`src/rtl/card_cfg_pkg.sv`:
```
package card_cfg_pkg;

    // Write-data bit positions decoded by the control registers
    localparam int unsigned SR_WBIT = 7;
    localparam int unsigned PD_WBIT = 2;

    // Status byte bit positions
    localparam int unsigned ST_SR_BIT = 5;
    localparam int unsigned ST_PD_BIT = 3;
    localparam int unsigned ST_RB_BIT = 0;

    // Combined array control mode
    typedef enum logic [1:0] {
        MODE_RUN        = 2'd0,
        MODE_SLEEP      = 2'd1,
        MODE_HALT       = 2'd2,
        MODE_HALT_SLEEP = 2'd3
    } card_mode_e;

endpackage

```
`src/rtl/cfg_addr_decode.sv`:
```
module cfg_addr_decode #(
    parameter int unsigned ADDR_W   = 15,
    parameter int unsigned OPT_OFS  = 'h4000,
    parameter int unsigned CSR_OFS  = 'h4002,
    parameter int unsigned STAT_OFS = 'h4100
) (
    input  logic              attr_sel_n,
    input  logic              wr_en,
    input  logic              rd_en,
    input  logic [ADDR_W-1:0] addr,
    output logic              hit_opt_wr,
    output logic              hit_csr_wr,
    output logic              hit_stat_rd
);

    localparam logic [ADDR_W-1:0] OPT_A  = ADDR_W'(OPT_OFS);
    localparam logic [ADDR_W-1:0] CSR_A  = ADDR_W'(CSR_OFS);
    localparam logic [ADDR_W-1:0] STAT_A = ADDR_W'(STAT_OFS);

    logic sel_wr;
    logic sel_rd;

    always_comb begin
        sel_wr      = !attr_sel_n && wr_en;
        sel_rd      = !attr_sel_n && rd_en;
        hit_opt_wr  = sel_wr && (addr == OPT_A);
        hit_csr_wr  = sel_wr && (addr == CSR_A);
        hit_stat_rd = sel_rd && (addr == STAT_A);
    end

endmodule

```
`src/rtl/cfg_rb_sync.sv`:
```
module cfg_rb_sync #(
    parameter int unsigned STAGES = 2
) (
    input  logic clk,
    input  logic rst_n,
    input  logic async_in,
    output logic sync_out
);

    logic [STAGES-1:0] chain;

    always_ff @(posedge clk or negedge rst_n) begin
        if (!rst_n) begin
            chain <= '0;
        end else begin
            chain[0] <= async_in;
            for (int i = 1; i < STAGES; i++) begin
                chain[i] <= chain[i-1];
            end
        end
    end

    assign sync_out = chain[STAGES-1];

endmodule

```
`src/rtl/cfg_mode_fsm.sv`:
```
module cfg_mode_fsm
    import card_cfg_pkg::*;
(
    input  logic clk,
    input  logic rst_n,
    input  logic card_reset,
    input  logic hit_opt_wr,
    input  logic hit_csr_wr,
    input  logic sr_val,
    input  logic pd_val,
    output logic soft_reset,
    output logic power_down,
    output logic array_enable
);

    card_mode_e state_q;
    card_mode_e state_d;

    // State register
    always_ff @(posedge clk or negedge rst_n) begin
        if (!rst_n) begin
            state_q <= MODE_RUN;
        end else begin
            state_q <= state_d;
        end
    end

    // Transitions: SET_HALT, END_HALT, SET_SLEEP, WAKE, CARD_RESET
    always_comb begin
        state_d = state_q;
        if (card_reset) begin
            state_d = MODE_RUN;
        end else begin
            unique case (state_q)
                MODE_RUN: begin
                    if (hit_opt_wr && sr_val)      state_d = MODE_HALT;
                    else if (hit_csr_wr && pd_val) state_d = MODE_SLEEP;
                end
                MODE_SLEEP: begin
                    if (hit_opt_wr && sr_val)       state_d = MODE_HALT_SLEEP;
                    else if (hit_csr_wr && !pd_val) state_d = MODE_RUN;
                end
                MODE_HALT: begin
                    if (hit_opt_wr && !sr_val)     state_d = MODE_RUN;
                    else if (hit_csr_wr && pd_val) state_d = MODE_HALT_SLEEP;
                end
                MODE_HALT_SLEEP: begin
                    if (hit_opt_wr && !sr_val)      state_d = MODE_SLEEP;
                    else if (hit_csr_wr && !pd_val) state_d = MODE_HALT;
                end
                default: state_d = MODE_RUN;
            endcase
        end
    end

    // Outputs decoded from the held mode
    always_comb begin
        soft_reset   = 1'b0;
        power_down   = 1'b0;
        array_enable = 1'b1;
        unique case (state_q)
            MODE_RUN: begin
            end
            MODE_SLEEP: begin
                power_down = 1'b1;
            end
            MODE_HALT: begin
                soft_reset   = 1'b1;
                array_enable = 1'b0;
            end
            MODE_HALT_SLEEP: begin
                soft_reset   = 1'b1;
                power_down   = 1'b1;
                array_enable = 1'b0;
            end
            default: begin
            end
        endcase
    end

endmodule

```
`src/rtl/cfg_read_port.sv`:
```
module cfg_read_port
    import card_cfg_pkg::*;
#(
    parameter int unsigned DATA_W = 8
) (
    input  logic              clk,
    input  logic              rst_n,
    input  logic              card_reset,
    input  logic              hit_stat_rd,
    input  logic              soft_reset,
    input  logic              power_down,
    input  logic              rb_sync,
    output logic [DATA_W-1:0] rdata
);

    logic [DATA_W-1:0] status_byte;

    always_comb begin
        status_byte            = '0;
        status_byte[ST_SR_BIT] = soft_reset;
        status_byte[ST_PD_BIT] = power_down;
        status_byte[ST_RB_BIT] = rb_sync;
    end

    always_ff @(posedge clk or negedge rst_n) begin
        if (!rst_n) begin
            rdata <= '0;
        end else if (card_reset) begin
            rdata <= '0;
        end else if (hit_stat_rd) begin
            rdata <= status_byte;
        end else begin
            rdata <= '0;
        end
    end

endmodule

```
`src/rtl/card_cfg_regs.sv`:
```
module card_cfg_regs
    import card_cfg_pkg::*;
#(
    parameter int unsigned ADDR_W      = 15,
    parameter int unsigned DATA_W      = 8,
    parameter int unsigned SYNC_STAGES = 2,
    parameter int unsigned OPT_OFS     = 'h4000,
    parameter int unsigned CSR_OFS     = 'h4002,
    parameter int unsigned STAT_OFS    = 'h4100
) (
    input  logic              clk,
    input  logic              rst_n,
    input  logic              card_reset,
    input  logic              attr_sel_n,
    input  logic              wr_en,
    input  logic              rd_en,
    input  logic [ADDR_W-1:0] addr,
    input  logic [DATA_W-1:0] wdata,
    input  logic              rb_ready,
    output logic [DATA_W-1:0] rdata,
    output logic              soft_reset_out,
    output logic              power_down_out,
    output logic              array_enable
);

    logic hit_opt_wr;
    logic hit_csr_wr;
    logic hit_stat_rd;
    logic rb_sync;
    logic unused_wdata;

    assign unused_wdata = ^wdata;

    cfg_addr_decode #(
        .ADDR_W   (ADDR_W),
        .OPT_OFS  (OPT_OFS),
        .CSR_OFS  (CSR_OFS),
        .STAT_OFS (STAT_OFS)
    ) u_decode (
        .attr_sel_n  (attr_sel_n),
        .wr_en       (wr_en),
        .rd_en       (rd_en),
        .addr        (addr),
        .hit_opt_wr  (hit_opt_wr),
        .hit_csr_wr  (hit_csr_wr),
        .hit_stat_rd (hit_stat_rd)
    );

    cfg_rb_sync #(
        .STAGES (SYNC_STAGES)
    ) u_sync (
        .clk      (clk),
        .rst_n    (rst_n),
        .async_in (rb_ready),
        .sync_out (rb_sync)
    );

    cfg_mode_fsm u_mode (
        .clk          (clk),
        .rst_n        (rst_n),
        .card_reset   (card_reset),
        .hit_opt_wr   (hit_opt_wr),
        .hit_csr_wr   (hit_csr_wr),
        .sr_val       (wdata[SR_WBIT]),
        .pd_val       (wdata[PD_WBIT]),
        .soft_reset   (soft_reset_out),
        .power_down   (power_down_out),
        .array_enable (array_enable)
    );

    cfg_read_port #(
        .DATA_W (DATA_W)
    ) u_read (
        .clk         (clk),
        .rst_n       (rst_n),
        .card_reset  (card_reset),
        .hit_stat_rd (hit_stat_rd),
        .soft_reset  (soft_reset_out),
        .power_down  (power_down_out),
        .rb_sync     (rb_sync),
        .rdata       (rdata)
    );

endmodule

```
`config.mk`:
```
export PLATFORM = sky130hd
export DESIGN_NAME = card_cfg_regs
export DESIGN_NICKNAME = d
export VERILOG_FILES = /design/src/rtl/card_cfg_pkg.sv /design/src/rtl/cfg_addr_decode.sv /design/src/rtl/cfg_rb_sync.sv /design/src/rtl/cfg_mode_fsm.sv /design/src/rtl/cfg_read_port.sv /design/src/rtl/card_cfg_regs.sv
export SDC_FILE = /design/constraint.sdc
export NUM_CORES = 1
export LEC_CHECK = 0
export CAP_MARGIN = 20
export CORE_MARGIN = 5
export CORE_UTILIZATION = 28
export CTS_BUF_LIST = sky130_fd_sc_hd__clkbuf_4 sky130_fd_sc_hd__clkbuf_8
export DETAILED_ROUTE_END_ITERATION = 8
export PLACE_DENSITY = 0.83
export SKIP_CTS_REPAIR_TIMING = 1
export SLEW_MARGIN = 20
export SYNTH_ARGS = -nofsm -noshare
export SYNTH_HDL_FRONTEND = slang
export SYNTH_SLANG_ARGS = --single-unit
```
`constraint.sdc`:
```
create_clock -name clk -period 0.85 [get_ports clk]
set_clock_uncertainty 0.15 [all_clocks]
set_input_delay 0.085 -clock clk [delete_from_list [all_inputs] [get_ports clk]]
set_output_delay 0.085 -clock clk [all_outputs]
set_load 0.05 [all_outputs]
```
==> load_flow_metrics.sql <==
INSERT INTO impl_metrics (metric_group, metric, value, unit) VALUES
('floorplanning', 'boundaryPins', '41', ''),
('setup_path', 'r2r_slack', '-0.16', 'ns'),
('floorplanning', 'std_cell_rows', '13', ''),
('synthesis', 'synthesis.area', '393', 'um^2'),
('power_and_ir_drop', 'worst_ir_drop_vdd', '0.629', 'mV'),
('clock_network', 'cts.sinks', '7', ''),
('global_route', 'grt_start_max_net_pins', '8', ''),
('setup_path', 'crit_slowest_cell', 'sky130_fd_sc_hd__dfrtp_2', ''),
('sta', 'finalHoldViolations', '7', ''),
('sta', 'tns', '-2.42', 'ns'),
('sta', 'rsz0062_at_grt', 'true', ''),
('floorplanning', 'floorplan.core_area', '0.00132', 'mm^2'),
('route', 'drc_errors', '0', ''),
('route', 'viasPerCell', '4.71', ''),
('global_route', 'gr-usage-all-layers', '0.124', ''),
('route', 'routed_wire_length_per_instance', '13.8', 'um'),
('power_and_ir_drop', 'p_clk_frac', '0.384', ''),
('power_and_ir_drop', 'switching_share', '0.266', ''),
('final_layout', 'num_antenna_cells', '0', ''),
('synthesis', 'netlist_top_cells_count', 'sky130_fd_sc_hd__dfrtp_1, sky130_fd_sc_hd__buf_4, sky130_fd_sc_hd__and2_1, sky130_fd_sc_hd__nand4_1', ''),
('min_path', 'hold_path.class', 'in2async', ''),
('sta', 'fin_worst_hold_slack', '-0.0663', 'ns'),
('route', 'postRouteWirelength', '1230', 'um'),
('power_and_ir_drop', 'power.density_cell_area', '1020', 'mW/mm^2'),
('synthesis', 'synthArstFlopShare', '1.00', ''),
('setup_path', 'r2r_worst_path_depth', '3', ''),
('synthesis', 'yosysSeqAreaShare', '0.446', ''),
('placed_design', 'place_inst', '80', ''),
('final_layout', 'syn_to_final_growth', '118', '%'),
('clock_network', 'insertion_delay', '0.25', 'ns'),
('synthesis', 'synth_seq_cells', '7', ''),
('sta', 'clock.fmax', '840', 'MHz'),
('synthesis', 'synth_cell_type_count', '16', ''),
('setup_path', 'critPathKind', 'reg2out', ''),
('route', 'ant_nets', '0', ''),
('final_layout', 'finish.net_count', '105', ''),
('route', 'dr.first_iter.drc_count', '4', ''),
('setup_path', 'cp_data_required_time', '0.61', 'ns'),
('placed_design', 'place.detailed.hpwl', '991', 'um'),
('route', 'drt-pass1-iter-count', '4', ''),
('power_and_ir_drop', 'pwr-share-seq', '0.386', ''),
('synthesis', 'synth_top_area_cells', 'sky130_fd_sc_hd__dfrtp_1, sky130_fd_sc_hd__nor4b_4, sky130_fd_sc_hd__buf_4', ''),
('power_and_ir_drop', 'power_leakage', '0.449', 'nW'),
('placed_design', 'post-place-ws', '-0.865', 'ns'),
('run_status', 'run_status', 'finished, violations left', ''),
('final_layout', 'non_filler_instance_count_after_layout', '89', ''),
('run_status', 'violations', 'hold timing, setup timing', ''),
('synthesis', 'synth.most_common_cell', 'sky130_fd_sc_hd__dfrtp_1', ''),
('synthesis', 'postSynthCellCount', '36', ''),
('clock_network', 'clk_transition_reported_paths', '0.05', 'ns'),
('floorplanning', 'die_area', '0.00225', 'mm^2'),
('synthesis', 'synth-warning-count', '0', ''),
('setup_path', 'critical_path_peak_fanout', '4', ''),
('placed_design', 'gp_routability_congestion', '0.677', ''),
('setup_path', 'r2r_start', 'u_mode.state_q[1]', ''),
('sta', 'timing.final.crit_share', '1.40', ''),
('floorplanning', 'die_y', '47.5', 'um'),
('sta', 'post-route-worst-setup-slack', '-0.341', 'ns'),
('setup_path', 'worst_r2r_endpoint', 'u_mode.state_q[1]', ''),
('setup_path', 'crit_end_category', 'output pin', ''),
('clock_network', 'cts_tree', 'built', ''),
('setup_path', 'critPathLaunchType', 'register', ''),
('power_and_ir_drop', 'net_switching_power_figure', '234', 'uW'),
('synthesis', 'count_of_flip_flops_with_a_built_in_enable_after_synthesis', '0', ''),
('flow_run', 'drv.max_cap_violation_count', '0', ''),
('global_route', 'global_route.overflow_total', '0', ''),
('sta', 'setup_viol', '11', ''),
('synthesis', 'synth_area_per_cell', '10.9', 'um^2'),
('final_layout', 'final_util', '0.651', ''),
('power_and_ir_drop', 'p_int', '645', 'uW'),
('synthesis', 'synth_ff_type', 'sky130_fd_sc_hd__dfrtp_1', '');
## stage by stage
step / power (mW) / cell area [um^2]
floorplan: 0.430 / 432
global route: 0.915 / 857
CTS: 0.892 / 806
global placement: 0.549 / 776
finish: 0.878 / 857
detailed placement: 0.553 / 776
## routing by layer
| layer | GRT usage | vias to the layer above | wire length, um |
|---|---|---|---|
| li1 | - | 192 | - |
| met3 | 0.0526 | 2 | 152 |
| met1 | 0.111 | 201 | 389 |
| met2 | 0.238 | 24 | 672 |
| met5 | 0 | - | 0 |
| met4 | 0.0497 | 0 | 14 |
## placed cells by master (no fill, tap or decap), drive strengths merged
cell type      instances
buf                   15
clkbuf                10
dlymetal6s2s           9
clkdlybuf4s50          7
dfrtp                  7
conb                   5
nor4b                  3
and2                   3
nand4                  3
nor4                   2
o21ai                  2
a21oi                  2
nand2                  1
nor2                   1
and4                   1
clkinvlp               1
inv                    1
nor2b                  1
## worst max-delay path, delay by kind of cell, from the launching register on
family   cells  cell delay [ns]
buf+inv      2             0.26
flops        1             0.44
## power groups by stage
stage / Clock, mW / Combinational, mW / Sequential (mW)
after floorplan: 0 / 0.0847 / 0.345
after global placement: 0 / 0.204 / 0.345
after detailed placement: 0 / 0.207 / 0.345
after CTS: 0.344 / 0.209 / 0.339
after global routing: 0.362 / 0.214 / 0.339
final: 0.338 / 0.201 / 0.339
## cells by family (layout without fill, tap and decap cells)
group	after synthesis	after routing	synth area share
compound gates	4	4	0.0510
simple gates	15	15	0.360
other cells	1	5	0.00954
buf+inv	9	43	0.134
flops	7	7	0.446
## state kept, by name, indices dropped and copies added, names as in the netlist
register and flops:
u_mode.state_q 2, u_read.rdata 3, u_sync.chain 2
## worst max-delay path by stage
stage	startpoint	endpoint	slack, ns	depth (start not counted)
2_1_floorplan	addr[9]	u_read.rdata[0]	-0.29	4
3_3_place_gp	addr[12]	u_read.rdata[0]	-0.79	5
6_report	u_mode.state_q[1]	soft_reset_out	-0.34	2
4_1_cts	addr[9]	u_read.rdata[0]	-0.61	5
3_5_place_dp	addr[3]	u_read.rdata[0]	-0.86	5
5_1_grt	u_mode.state_q[1]	soft_reset_out	-0.36	2
## layout make-up
cell class / count / area [um^2]
inverter: 2 / 11.3
tap: 15 / 18.8
fill: 95 / 460
timing repair buffer: 37 / 408
clock buffer: 4 / 30.0
sequential: 7 / 176
multi-input combinational: 24 / 213
Note: power is estimated with default switching activity, not from simulation.
